## config.mk

```make
export PLATFORM = sky130hd
export DESIGN_NAME = pgate_ctrl
export DESIGN_NICKNAME = d
export VERILOG_FILES = /design/src/rtl/pg_pkg.sv /design/src/rtl/pg_idle_counter.sv /design/src/rtl/pg_fsm.sv /design/src/rtl/pg_adapt.sv /design/src/rtl/pgate_ctrl.sv
export SDC_FILE = /design/constraint.sdc
export NUM_CORES = 1
export LEC_CHECK = 0
export BUFFER_PORTS_ARGS = -buffer_cell sky130_fd_sc_hd__buf_2
export CAP_MARGIN = 15
export CORE_MARGIN = 3
export CORE_UTILIZATION = 40
export CTS_BUF_LIST = sky130_fd_sc_hd__clkbuf_4 sky130_fd_sc_hd__clkbuf_8 sky130_fd_sc_hd__clkbuf_16
export CTS_CLUSTER_SIZE = 20
export DETAILED_ROUTE_END_ITERATION = 8
export GPL_ROUTABILITY_DRIVEN = 0
export PLACE_DENSITY = 0.62
export SLEW_MARGIN = 25
export SYNTH_ARGS = -nofsm -noshare
export SYNTH_HDL_FRONTEND = slang
export SYNTH_SLANG_ARGS = --single-unit
```

## constraint.sdc

```tcl
create_clock -name clk -period 4.7 [get_ports clk]
set_input_delay 0.235 -clock clk [delete_from_list [all_inputs] [get_ports clk]]
set_output_delay 0.235 -clock clk [all_outputs]
set_load 0.005 [all_outputs]
```

## src/rtl/pg_pkg.sv

```systemverilog
package pg_pkg;
  typedef enum logic [1:0] {
    PG_ON       = 2'd0,
    PG_BLACKOUT = 2'd1,
    PG_GATED    = 2'd2,
    PG_WAKING   = 2'd3
  } pg_state_e;
endpackage

```

## src/rtl/pg_idle_counter.sv

```systemverilog
module pg_idle_counter #(
  parameter int LIM_W = 4
) (
  input  logic             clk,
  input  logic             rst_n,
  input  logic             in_on,
  input  logic             idle,
  input  logic [LIM_W-1:0] limit,
  output logic             gate_ok
);
  logic [LIM_W-1:0] run_cnt;
  logic [LIM_W:0]   run_next;

  always_ff @(posedge clk) begin
    if (!rst_n)               run_cnt <= '0;
    else if (!in_on || !idle) run_cnt <= '0;
    else if (run_cnt != '1)   run_cnt <= run_cnt + LIM_W'(1);
  end

  assign run_next = {1'b0, run_cnt} + (LIM_W+1)'(1);
  assign gate_ok  = in_on && idle && (run_next >= {1'b0, limit});

  AST_RUN_CLEARS: assert property (@(posedge clk) disable iff (!rst_n)
    (in_on && !idle) |=> (run_cnt == '0));
endmodule

```

## src/rtl/pg_fsm.sv

```systemverilog
module pg_fsm
  import pg_pkg::*;
#(
  parameter int BREAKEVEN   = 14,
  parameter int WAKE_CYC    = 3,
  parameter int WARP_W      = 6,
  parameter bit COORDINATED = 1'b1
) (
  input  logic              clk,
  input  logic              rst_n,
  input  logic              gate_ok,
  input  logic              inst_pending,
  input  logic [WARP_W-1:0] active_warps,
  output logic              in_on,
  output logic              crit_pulse,
  output logic              sleep_req,
  output logic              wake_req,
  output logic              unit_ready
);
  localparam int TMR_MAX = (BREAKEVEN > WAKE_CYC) ? BREAKEVEN : WAKE_CYC;
  localparam int TMR_W   = (TMR_MAX > 2) ? $clog2(TMR_MAX) : 1;
  localparam logic [TMR_W-1:0] BO_LAST = TMR_W'(BREAKEVEN - 1);
  localparam logic [TMR_W-1:0] WK_LAST = TMR_W'(WAKE_CYC - 1);

  pg_state_e        state, state_nx;
  logic [TMR_W-1:0] tmr;
  logic             warps_ok;

  generate
    if (COORDINATED) begin : g_coord
      assign warps_ok = (active_warps == '0);
    end else begin : g_free
      assign warps_ok = 1'b1;
    end
  endgenerate

  always_comb begin
    state_nx = state;
    case (state)
      PG_ON:       if (gate_ok && warps_ok) state_nx = PG_BLACKOUT;
      PG_BLACKOUT: if (tmr == BO_LAST) state_nx = inst_pending ? PG_WAKING : PG_GATED;
      PG_GATED:    if (inst_pending) state_nx = PG_WAKING;
      PG_WAKING:   if (tmr == WK_LAST) state_nx = PG_ON;
      default:     state_nx = PG_ON;
    endcase
  end

  always_ff @(posedge clk) begin
    if (!rst_n) begin
      state <= PG_ON;
      tmr   <= '0;
    end else begin
      state <= state_nx;
      if (state_nx != state) tmr <= '0;
      else if (tmr != '1)    tmr <= tmr + TMR_W'(1);
    end
  end

  assign in_on      = (state == PG_ON);
  assign unit_ready = (state == PG_ON);
  assign sleep_req  = (state == PG_BLACKOUT) || (state == PG_GATED);
  assign wake_req   = (state == PG_WAKING);
  assign crit_pulse = (state == PG_BLACKOUT) && (tmr == BO_LAST) && inst_pending;

  AST_SLEEP_FROM_ON: assert property (@(posedge clk) disable iff (!rst_n)
    $rose(sleep_req) |-> $past(unit_ready));
  AST_BLACKOUT_HOLD: assert property (@(posedge clk) disable iff (!rst_n)
    (state == PG_BLACKOUT && tmr != BO_LAST) |=> sleep_req);
  AST_WAKE_TO_ON: assert property (@(posedge clk) disable iff (!rst_n)
    $fell(wake_req) |-> unit_ready);
  AST_COORD_NO_GATE: assert property (@(posedge clk) disable iff (!rst_n)
    (COORDINATED && unit_ready && active_warps != '0) |=> !sleep_req);
  AST_BUSY_STAYS_ON: assert property (@(posedge clk) disable iff (!rst_n)
    (unit_ready && !gate_ok) |=> unit_ready);
endmodule

```

## src/rtl/pg_adapt.sv

```systemverilog
module pg_adapt #(
  parameter int EPOCH_LEN    = 1000,
  parameter int DECAY_EPOCHS = 4,
  parameter int CRIT_THRESH  = 2,
  parameter int IDLE_MIN     = 5,
  parameter int IDLE_MAX     = 10,
  parameter int IDLE_INIT    = 5,
  parameter int LIM_W        = 4
) (
  input  logic             clk,
  input  logic             rst_n,
  input  logic             crit_pulse,
  output logic [LIM_W-1:0] limit
);
  localparam int EW = (EPOCH_LEN > 2) ? $clog2(EPOCH_LEN) : 1;
  localparam int CW = $clog2(EPOCH_LEN + 1);
  localparam int DW = (DECAY_EPOCHS > 2) ? $clog2(DECAY_EPOCHS) : 1;
  localparam logic [EW-1:0]    EP_LAST  = EW'(EPOCH_LEN - 1);
  localparam logic [DW-1:0]    DEC_LAST = DW'(DECAY_EPOCHS - 1);
  localparam logic [CW-1:0]    THR      = CW'(CRIT_THRESH);
  localparam logic [LIM_W-1:0] MIN_L    = LIM_W'(IDLE_MIN);
  localparam logic [LIM_W-1:0] MAX_L    = LIM_W'(IDLE_MAX);
  localparam logic [LIM_W-1:0] INIT_L   = LIM_W'(IDLE_INIT);

  logic [EW-1:0]    ep_cnt;
  logic [CW-1:0]    crit_cnt, crit_total;
  logic [DW-1:0]    dec_cnt;
  logic             epoch_end, inc_now, dec_now;
  logic [LIM_W-1:0] lim_nx;

  assign epoch_end  = (ep_cnt == EP_LAST);
  assign crit_total = crit_cnt + CW'(crit_pulse);
  assign inc_now    = epoch_end && (crit_total > THR);
  assign dec_now    = epoch_end && (dec_cnt == DEC_LAST);

  always_comb begin
    lim_nx = limit;
    if (inc_now && !dec_now && limit < MAX_L)      lim_nx = limit + LIM_W'(1);
    else if (dec_now && !inc_now && limit > MIN_L) lim_nx = limit - LIM_W'(1);
  end

  always_ff @(posedge clk) begin
    if (!rst_n) begin
      ep_cnt   <= '0;
      crit_cnt <= '0;
      dec_cnt  <= '0;
      limit    <= INIT_L;
    end else begin
      limit <= lim_nx;
      if (epoch_end) begin
        ep_cnt   <= '0;
        crit_cnt <= '0;
        dec_cnt  <= dec_now ? '0 : dec_cnt + DW'(1);
      end else begin
        ep_cnt   <= ep_cnt + EW'(1);
        crit_cnt <= crit_total;
      end
    end
  end

  AST_LIMIT_RANGE: assert property (@(posedge clk) disable iff (!rst_n)
    (limit >= MIN_L) && (limit <= MAX_L));
  AST_LIMIT_HOLD: assert property (@(posedge clk) disable iff (!rst_n)
    !epoch_end |=> $stable(limit));
  AST_LIMIT_STEP: assert property (@(posedge clk) disable iff (!rst_n)
    epoch_end |=> (limit == $past(limit) || limit == $past(limit) + LIM_W'(1)
                   || limit == $past(limit) - LIM_W'(1)));
endmodule

```

## src/rtl/pgate_ctrl.sv

```systemverilog
module pgate_ctrl #(
  parameter int BREAKEVEN    = 14,
  parameter int WAKE_CYC     = 3,
  parameter int EPOCH_LEN    = 1000,
  parameter int DECAY_EPOCHS = 4,
  parameter int CRIT_THRESH  = 2,
  parameter int IDLE_MIN     = 5,
  parameter int IDLE_MAX     = 10,
  parameter int IDLE_INIT    = 5,
  parameter int WARP_W       = 6,
  parameter bit COORDINATED  = 1'b1,
  localparam int LIM_W       = $clog2(IDLE_MAX + 1)
) (
  input  logic              clk,
  input  logic              rst_n,
  input  logic              unit_busy,
  input  logic              inst_pending,
  input  logic [WARP_W-1:0] active_warps,
  output logic              sleep_req,
  output logic              wake_req,
  output logic              unit_ready,
  output logic [LIM_W-1:0]  idle_limit
);
  logic in_on, gate_ok, crit_pulse, idle;

  assign idle = !unit_busy && !inst_pending;

  pg_idle_counter #(.LIM_W(LIM_W)) u_idle (
    .clk(clk), .rst_n(rst_n), .in_on(in_on), .idle(idle),
    .limit(idle_limit), .gate_ok(gate_ok)
  );

  pg_fsm #(
    .BREAKEVEN(BREAKEVEN), .WAKE_CYC(WAKE_CYC),
    .WARP_W(WARP_W), .COORDINATED(COORDINATED)
  ) u_fsm (
    .clk(clk), .rst_n(rst_n), .gate_ok(gate_ok), .inst_pending(inst_pending),
    .active_warps(active_warps), .in_on(in_on), .crit_pulse(crit_pulse),
    .sleep_req(sleep_req), .wake_req(wake_req), .unit_ready(unit_ready)
  );

  pg_adapt #(
    .EPOCH_LEN(EPOCH_LEN), .DECAY_EPOCHS(DECAY_EPOCHS), .CRIT_THRESH(CRIT_THRESH),
    .IDLE_MIN(IDLE_MIN), .IDLE_MAX(IDLE_MAX), .IDLE_INIT(IDLE_INIT), .LIM_W(LIM_W)
  ) u_adapt (
    .clk(clk), .rst_n(rst_n), .crit_pulse(crit_pulse), .limit(idle_limit)
  );

  AST_READY_EXCLUSIVE: assert property (@(posedge clk) disable iff (!rst_n)
    $onehot0({unit_ready, sleep_req, wake_req}));
endmodule

```

==> impl_results.md, run 1 <==
- Setup-failing EPs final: 0
- Sequential element share of the synthesized area: 0.338
- Syn Inst Count: ~250
- Post-route DRC: 0
- IO Port Bufs: 16
- Die extent in x: 79.0 µm
- Top post-synthesis cells by area: dfxtp_1 (34%), ha_1 (11%), nor2_1 (6.9%)
- Via density: 5.02
- Initial drt markers: 51
- Footprint of the multi-input gates: between 0.001 and 0.0015 mm²
- Grt total ovfl: 0
- Post-Synthesis Mean Instance Area: about 8.7 µm²
- Crit path DAT: 4110 ps
- Yosys cell types: 52
- Core area: 0.00494 mm²
- Chip height: between 70 and 80 µm
- Wire length per cell: around 12 µm
- Logic gate share of total power: 0.061
- # fillers: about 520
- CTS sink cnt: 36
- Cell with the most instances after synthesis: nor2_1
- NetSw: between 0.1 and 0.15 mW
- Setup CP Type: reg -> reg
- Clock transition at path regs: around 80 ps
- Leakage dissipation: 0.983 nW
- HPWL after DPL: 2880 µm
- Clk network pwr share: 0.433
- Top FF cell, synth: dfxtp_1
- Initial antenna violation count: 0
- Area leader, netlist: dfxtp_1
- CTS max path bufs: 2
- Hold Crit Class: in -> reg
- I/O pins: 17
- Ys Warns: 0
- Final cell count without fillers: 330
- Fin crit share: 0.836
- Max cap viols: 0
- Crit path time final: around 3900 ps
- GR peak layer: met2
- Effective utilization at floorplan: 0.431
- Largest fanout on the critical path: 6
- Dpl cells: 322
- Worst IR Drop VDD: 0.221 mV
- Nets: 291
- Clock root cell: clkbuf_8
- Register share of total power: 0.507
- Synth cell count leaders: nor2_1 (39), dfxtp_1 (36), ha_1 (18), nand3_1 (15), nand2_1 (14)
- Switching Fraction: 0.232
- Total GRT Usage: 0.139
- Number of synthesized flops with an enable pin: 0
- Layout area overhead: 11.2%
- Clock Latency Late Sink: 290 ps
- Top cell type's share of synthesized area: 0.338
- Async SR Flop Fraction: 0
- Slew headroom: 0.650
- Syn nets: 274
- Met3 Use GR: 0.0340
- Drt total wl: 3890 µm
- CTS tree: built
- Register Area: between 700 and 800 µm²
- Crit. End Element: register
- Final slew viol count: 0
- Site row count: 25
- Status: finished, final reports clean
- Worst Path Required: about 4900 ps
- Mapped Area: 0.00213 mm²
- Pin count of the biggest net entering global routing: 17
- H-tree depth: 2
- Global-route wire length before repair: 7020 µm
- Clock skew: roughly 6.3 ps
- Met1 usage: 0.181
- 1st-pass router iterations: 4
- Vias: 1658
- Startpoint Class: register
- Worst slew pin tran: around 520 ps
- Num CTS Buffers: 5
- Final ANT Viol Nets: 0
- Post-CTS setup buffers: 0
- Pre-CTS WS: a little under 800 ps
- # hold bufs at CTS: 0
- Post-cts sizing count: 0
- Proportion of layout cells with a drive suffix above 1: 0.129
- M2 GR Usage: 0.228
- Die area: 0.00624 mm²
- Final worst slack: 772 ps
- RSZ-0062 raised after global routing: false
- F_max: 255 MHz
- Vias in the first global route: 1619
- Synth Register Bits: 36
- Internal Power: 0.485 mW
- Final hold violations: 0
- Pwr per Cell Area: 267 mW/mm²
- ANT cells: 0
- Setup TNS: 0 ps
-- cell type report --
cell class                 instances  share of cell area
sequential                        36               0.304
clock buffer                       5              0.0290
timing repair buffer              16              0.0338
clock inverter                     3              0.0180
tap                               67              0.0354
inverter                          11              0.0174
multi-input combinational        192               0.562
-- sequential cells by signal, indices dropped and copies added (netlist names) --
name              count
u_adapt.crit_cnt     10
u_adapt.dec_cnt       2
u_adapt.ep_cnt       10
u_adapt.limit         4
u_fsm.state           2
u_fsm.tmr             4
u_idle.run_cnt        4
-- metrics by stage --
step | hold slack (ps) | power (mW) | util | instance area [µm²]
5_1_grt | 264 | 0.658 | 0.479 | 2370
3_5_place_dp | 451 | 0.366 | 0.457 | 2260
2_1_floorplan | 420 | 0.352 | - | 2130
4_1_cts | 250 | 0.643 | 0.479 | 2370
3_3_place_gp | 444 | 0.366 | 0.457 | 2260
6_report | 249 | 0.632 | 0.479 | 2370
-- final timing paths --
| kind | depth (start not counted) | startpoint | endpoint | slack [ps] |
|---|---|---|---|---|
| max | 17 | u_fsm.tmr[1]$_SDFFE_PP0P_ | u_adapt.limit[3]$_SDFFE_PN0P_ | 770 |
| min | 2 | rst_n | u_adapt.limit[0]$_SDFFE_PN1P_ | 250 |
| min reg2reg | 1 | u_adapt.ep_cnt[0]$_SDFF_PP0_ | u_adapt.ep_cnt[0]$_SDFF_PP0_ | 470 |
| max reg2reg | 17 | u_fsm.tmr[1]$_SDFFE_PP0P_ | u_adapt.limit[3]$_SDFFE_PN0P_ | 770 |
-- cell usage in the layout (no fill, tap or decap), types with 3 or more instances in the layout --
master     n
buf_2     16
mux2i_1    4
a21o_1     3
nor2b_1    4
xor2_1     8
nor2_1    39
nand2b_1   5
inv_1     11
nor3_1     6
clkbuf_8   5
xnor2_1   13
dfxtp_1   36
o21ai_0    4
o21a_1     3
nand2_1   14
a21oi_1    6
and3_1     9
nand3_1   15
ha_1      18
-- critical path: stages, from the launching register on --
cell and delay (ps):
dfxtp_1 410, inv_1 70, ha_1 190, and3_1 180, and3_1 170, ha_1 210
ha_1 340, a211o_1 300, or4_1 480, nand3_2 130, a21o_2 170, ha_1 230
a21o_1 180, a21oi_1 170, and3_1 170, and3_2 190, nor3_1 50, o21a_1 180
-- per-layer routing --
metal / part of all wire / up-vias
li1: - / 892
met2: 0.46 / 16
met1: 0.50 / 746
met4: 0.0098 / 0
met3: 0.028 / 4
met5: 0 / -
-- power groups by stage --
| stage | Sequential [mW] | Combinational, mW | Clock [mW] |
|---|---|---|---|
| CTS | 0.320 | 0.0391 | 0.284 |
| global placement | 0.327 | 0.0387 | 0 |
| global route | 0.322 | 0.0455 | 0.290 |
| finish | 0.320 | 0.0382 | 0.273 |
| floorplan | 0.325 | 0.0267 | 0 |
| detailed placement | 0.327 | 0.0389 | 0 |
-- kinds of logic (layout without fill, tap and decap cells) --
group           after synthesis  count (layout)  share of synthesized area
compound gates               34              34                      0.121
xor+xnor                     21              21                     0.0863
fa+ha+maj                    19              19                      0.115
buf+inv                      17              35                     0.0370
flops                        36              36                      0.338
mux                           4               4                     0.0188
simple gates                114             114                      0.283
No activity file was read; power rests on OpenSTA's default activity.
==> run 2: changes to the inputs <==
--- a/config.mk
+++ b/config.mk
@@ -13,7 +13,7 @@
 export CTS_CLUSTER_SIZE = 20
 export DETAILED_ROUTE_END_ITERATION = 8
 export GPL_ROUTABILITY_DRIVEN = 0
-export PLACE_DENSITY = 0.62
+export PLACE_DENSITY = 0.64
 export SLEW_MARGIN = 25
 export SYNTH_ARGS = -nofsm -noshare
 export SYNTH_HDL_FRONTEND = slang
==> constraint.sdc (replaced) <==
create_clock -name clk -period 3.5 [get_ports clk]
set_input_delay 0.175 -clock clk [delete_from_list [all_inputs] [get_ports clk]]
set_output_delay 0.175 -clock clk [all_outputs]
set_load 0.005 [all_outputs]
==> impl_results.md, run 2 (synthesis gave the netlist of run 1 again) <==
- RSZ-0062 raised after global routing: false
- Final ANT Viol Nets: 0 (unchanged)
- Crit path time final: 3370 ps (-557 ps)
- Setup CP Type: reg -> reg
- Site row count: 25 (unchanged)
- Initial drt markers: 64 (+25%)
- Slew headroom: 0.637 (-0.0128)
- Hold Crit Class: in -> reg
- Cell area after layout: 0.00255 mm² (+7.7%)
- Nets: 304 (+4.5%)
- Final worst slack: 129 ps (-643 ps)
- CTS tree: built
- Final cell count without fillers: 343 (+3.9%)
- Crit path DAT: 3560 ps (-550 ps)
- Status: finished, final reports clean
- Fin crit share: 0.963 (+0.127)
- Leakage dissipation: 1.04 nW (+5.8%)
- Placed cell area: 0.00235 mm² (+4.2%)
- HPWL after DPL: 2960 µm (+2.7%)
- Largest fanout on the critical path: 3 (-3)
- Vias: 1750 (+5.5%)
- I/O pins: 17 (unchanged)
- IO Port Bufs: 16 (unchanged)
- Startpoint Class: register
- Final cell utilization of the core: 0.516 (+0.0367)
- Proportion of layout cells with a drive suffix above 1: 0.207 (+0.0772)
- Num CTS Buffers: 5 (unchanged)
- Setup-failing EPs final: 0 (unchanged)
- Crit. End Element: register
- Max cap viols: 0 (unchanged)
- Clock skew: 3.56 ps (-2.75 ps)
- Global-route wire length before repair: 7040 µm (+0.28%)
- Effective utilization at floorplan: 0.431 (unchanged)
- H-tree depth: 2 (unchanged)
- CTS sink cnt: 36 (unchanged)
- Worst IR Drop VDD: 0.244 mV (+10%)
- Total GRT Usage: 0.142 (+0.00324)
- Via density: 5.10 (+1.5%)
- Post-route DRC: 0 (unchanged)
- Worst Path Required: 3690 ps (-1200 ps)
- Dpl cells: 332 (+3.1%)
- 1st-pass router iterations: 4 (unchanged)
- Wire length per cell: 11.8 µm (-0.13%)
- ANT cells: 0 (unchanged)
- Most common cell after layout, fill and taps aside: nor2_1
- Chip height: 79.0 µm (unchanged)
- Core area: 0.00494 mm² (unchanged)
- Die area: 0.00624 mm² (unchanged)
- Vias in the first global route: 1577 (-2.6%)
- Commonest cells after routing, fill and taps aside: nor2_1 (39), dfxtp_1 (35), buf_2 (16)
- Drt total wl: 4040 µm (+3.8%)
- Setup TNS: 0 ps (unchanged)
- Pwr per Cell Area: 337 mW/mm² (+26%)
- Clock Latency Late Sink: 290 ps (about the same)
- Final slew viol count: 0 (unchanged)
- Pre-CTS WS: -25.9 ps (-808 ps)
- Initial antenna violation count: 0 (unchanged)
- Layout area overhead: 19.7%
- Clock root cell: clkbuf_8
- Pin count of the biggest net entering global routing: 17 (unchanged)
- CTS max path bufs: 2 (unchanged)
- Worst slew pin tran: 543 ps (+19.2 ps)
- Final hold violations: 0 (unchanged)
- F_max: 297 MHz (+17%)
- Die extent in x: 79.0 µm (unchanged)
- Reg-to-reg setup timing slack: 130 ps (-640 ps)
- Clock transition at path regs: 80 ps (about the same)
- Grt total ovfl: 0 (unchanged)
- Regs by FF count: u_adapt.crit_cnt (10), u_adapt.ep_cnt (10)
## run 2: cell types whose count changed in the layout (fill, tap and decap cells not counted), sizes merged
cell  before  now
buf       16   29
## run 2: report_power, final
| group | internal, mW | switching [mW] | leakage [nW] |
|---|---|---|---|
| registers | 0.418 | 0.00650 | 0.292 |
| logic | 0.0305 | 0.0362 | 0.694 |
| clock network | 0.211 | 0.156 | 0.0541 |
## run 2: per-stage QoR
step,power (mW),hold WS (ps)
final,0.859,196
after global routing,0.902,198
after global placement,0.499,445
after floorplan,0.473,360
after detailed placement,0.499,452
after CTS,0.870,188
## run 2: what timing repair did
item / CTS / global route
setup endpoints to repair: 1 / 1
buffers inserted: 0 / 3
hold endpoints to repair: 0 / 0
pin swaps: 2 / 8
hold buffers: 0 / 0
gates resized for setup: 0 / 11
## run 2: path summary, 6_finish.rpt
check	from	endpoint	cells past startpoint
min reg2reg	u_adapt.ep_cnt[0]$_SDFF_PP0_	u_adapt.ep_cnt[0]$_SDFF_PP0_	1
min	rst_n	u_adapt.limit[0]$_SDFFE_PN1P_	2
max	u_fsm.tmr[1]$_SDFFE_PP0P_	u_adapt.limit[3]$_SDFFE_PN0P_	17
max reg2reg	u_fsm.tmr[1]$_SDFFE_PP0P_	u_adapt.limit[3]$_SDFFE_PN0P_	17
## run 2: cell type report
| class | instances | area, µm² |
|---|---|---|
| fill | 485 | 2390 |
| multi-input combinational | 192 | 1420 |
| sequential | 36 | 722 |
| timing repair buffer | 29 | 178 |
| tap | 67 | 83.8 |
| clock buffer | 5 | 68.8 |
| clock inverter | 3 | 42.5 |
| inverter | 11 | 41.3 |
## run 2: worst max-delay path, stage by stage, from the launching register on
cell	delay [ps]
dfxtp_2	320
inv_1	50
ha_2	160
and3_4	180
and3_4	180
ha_4	130
ha_4	190
a211o_1	280
or4_1	480
nand3_2	110
a21o_4	140
ha_4	190
a21o_1	160
a21oi_2	140
and3_1	160
and3_4	170
nor3_1	40
o21a_1	160
## run 2: routing by layer
metal	vias to the layer above	global-route usage	wire length (µm)
li1	923	-	-
met1	797	0.186	2020
met2	24	0.219	1830
met3	6	0.0397	129
met4	0	0.0619	61
met5	-	0	0
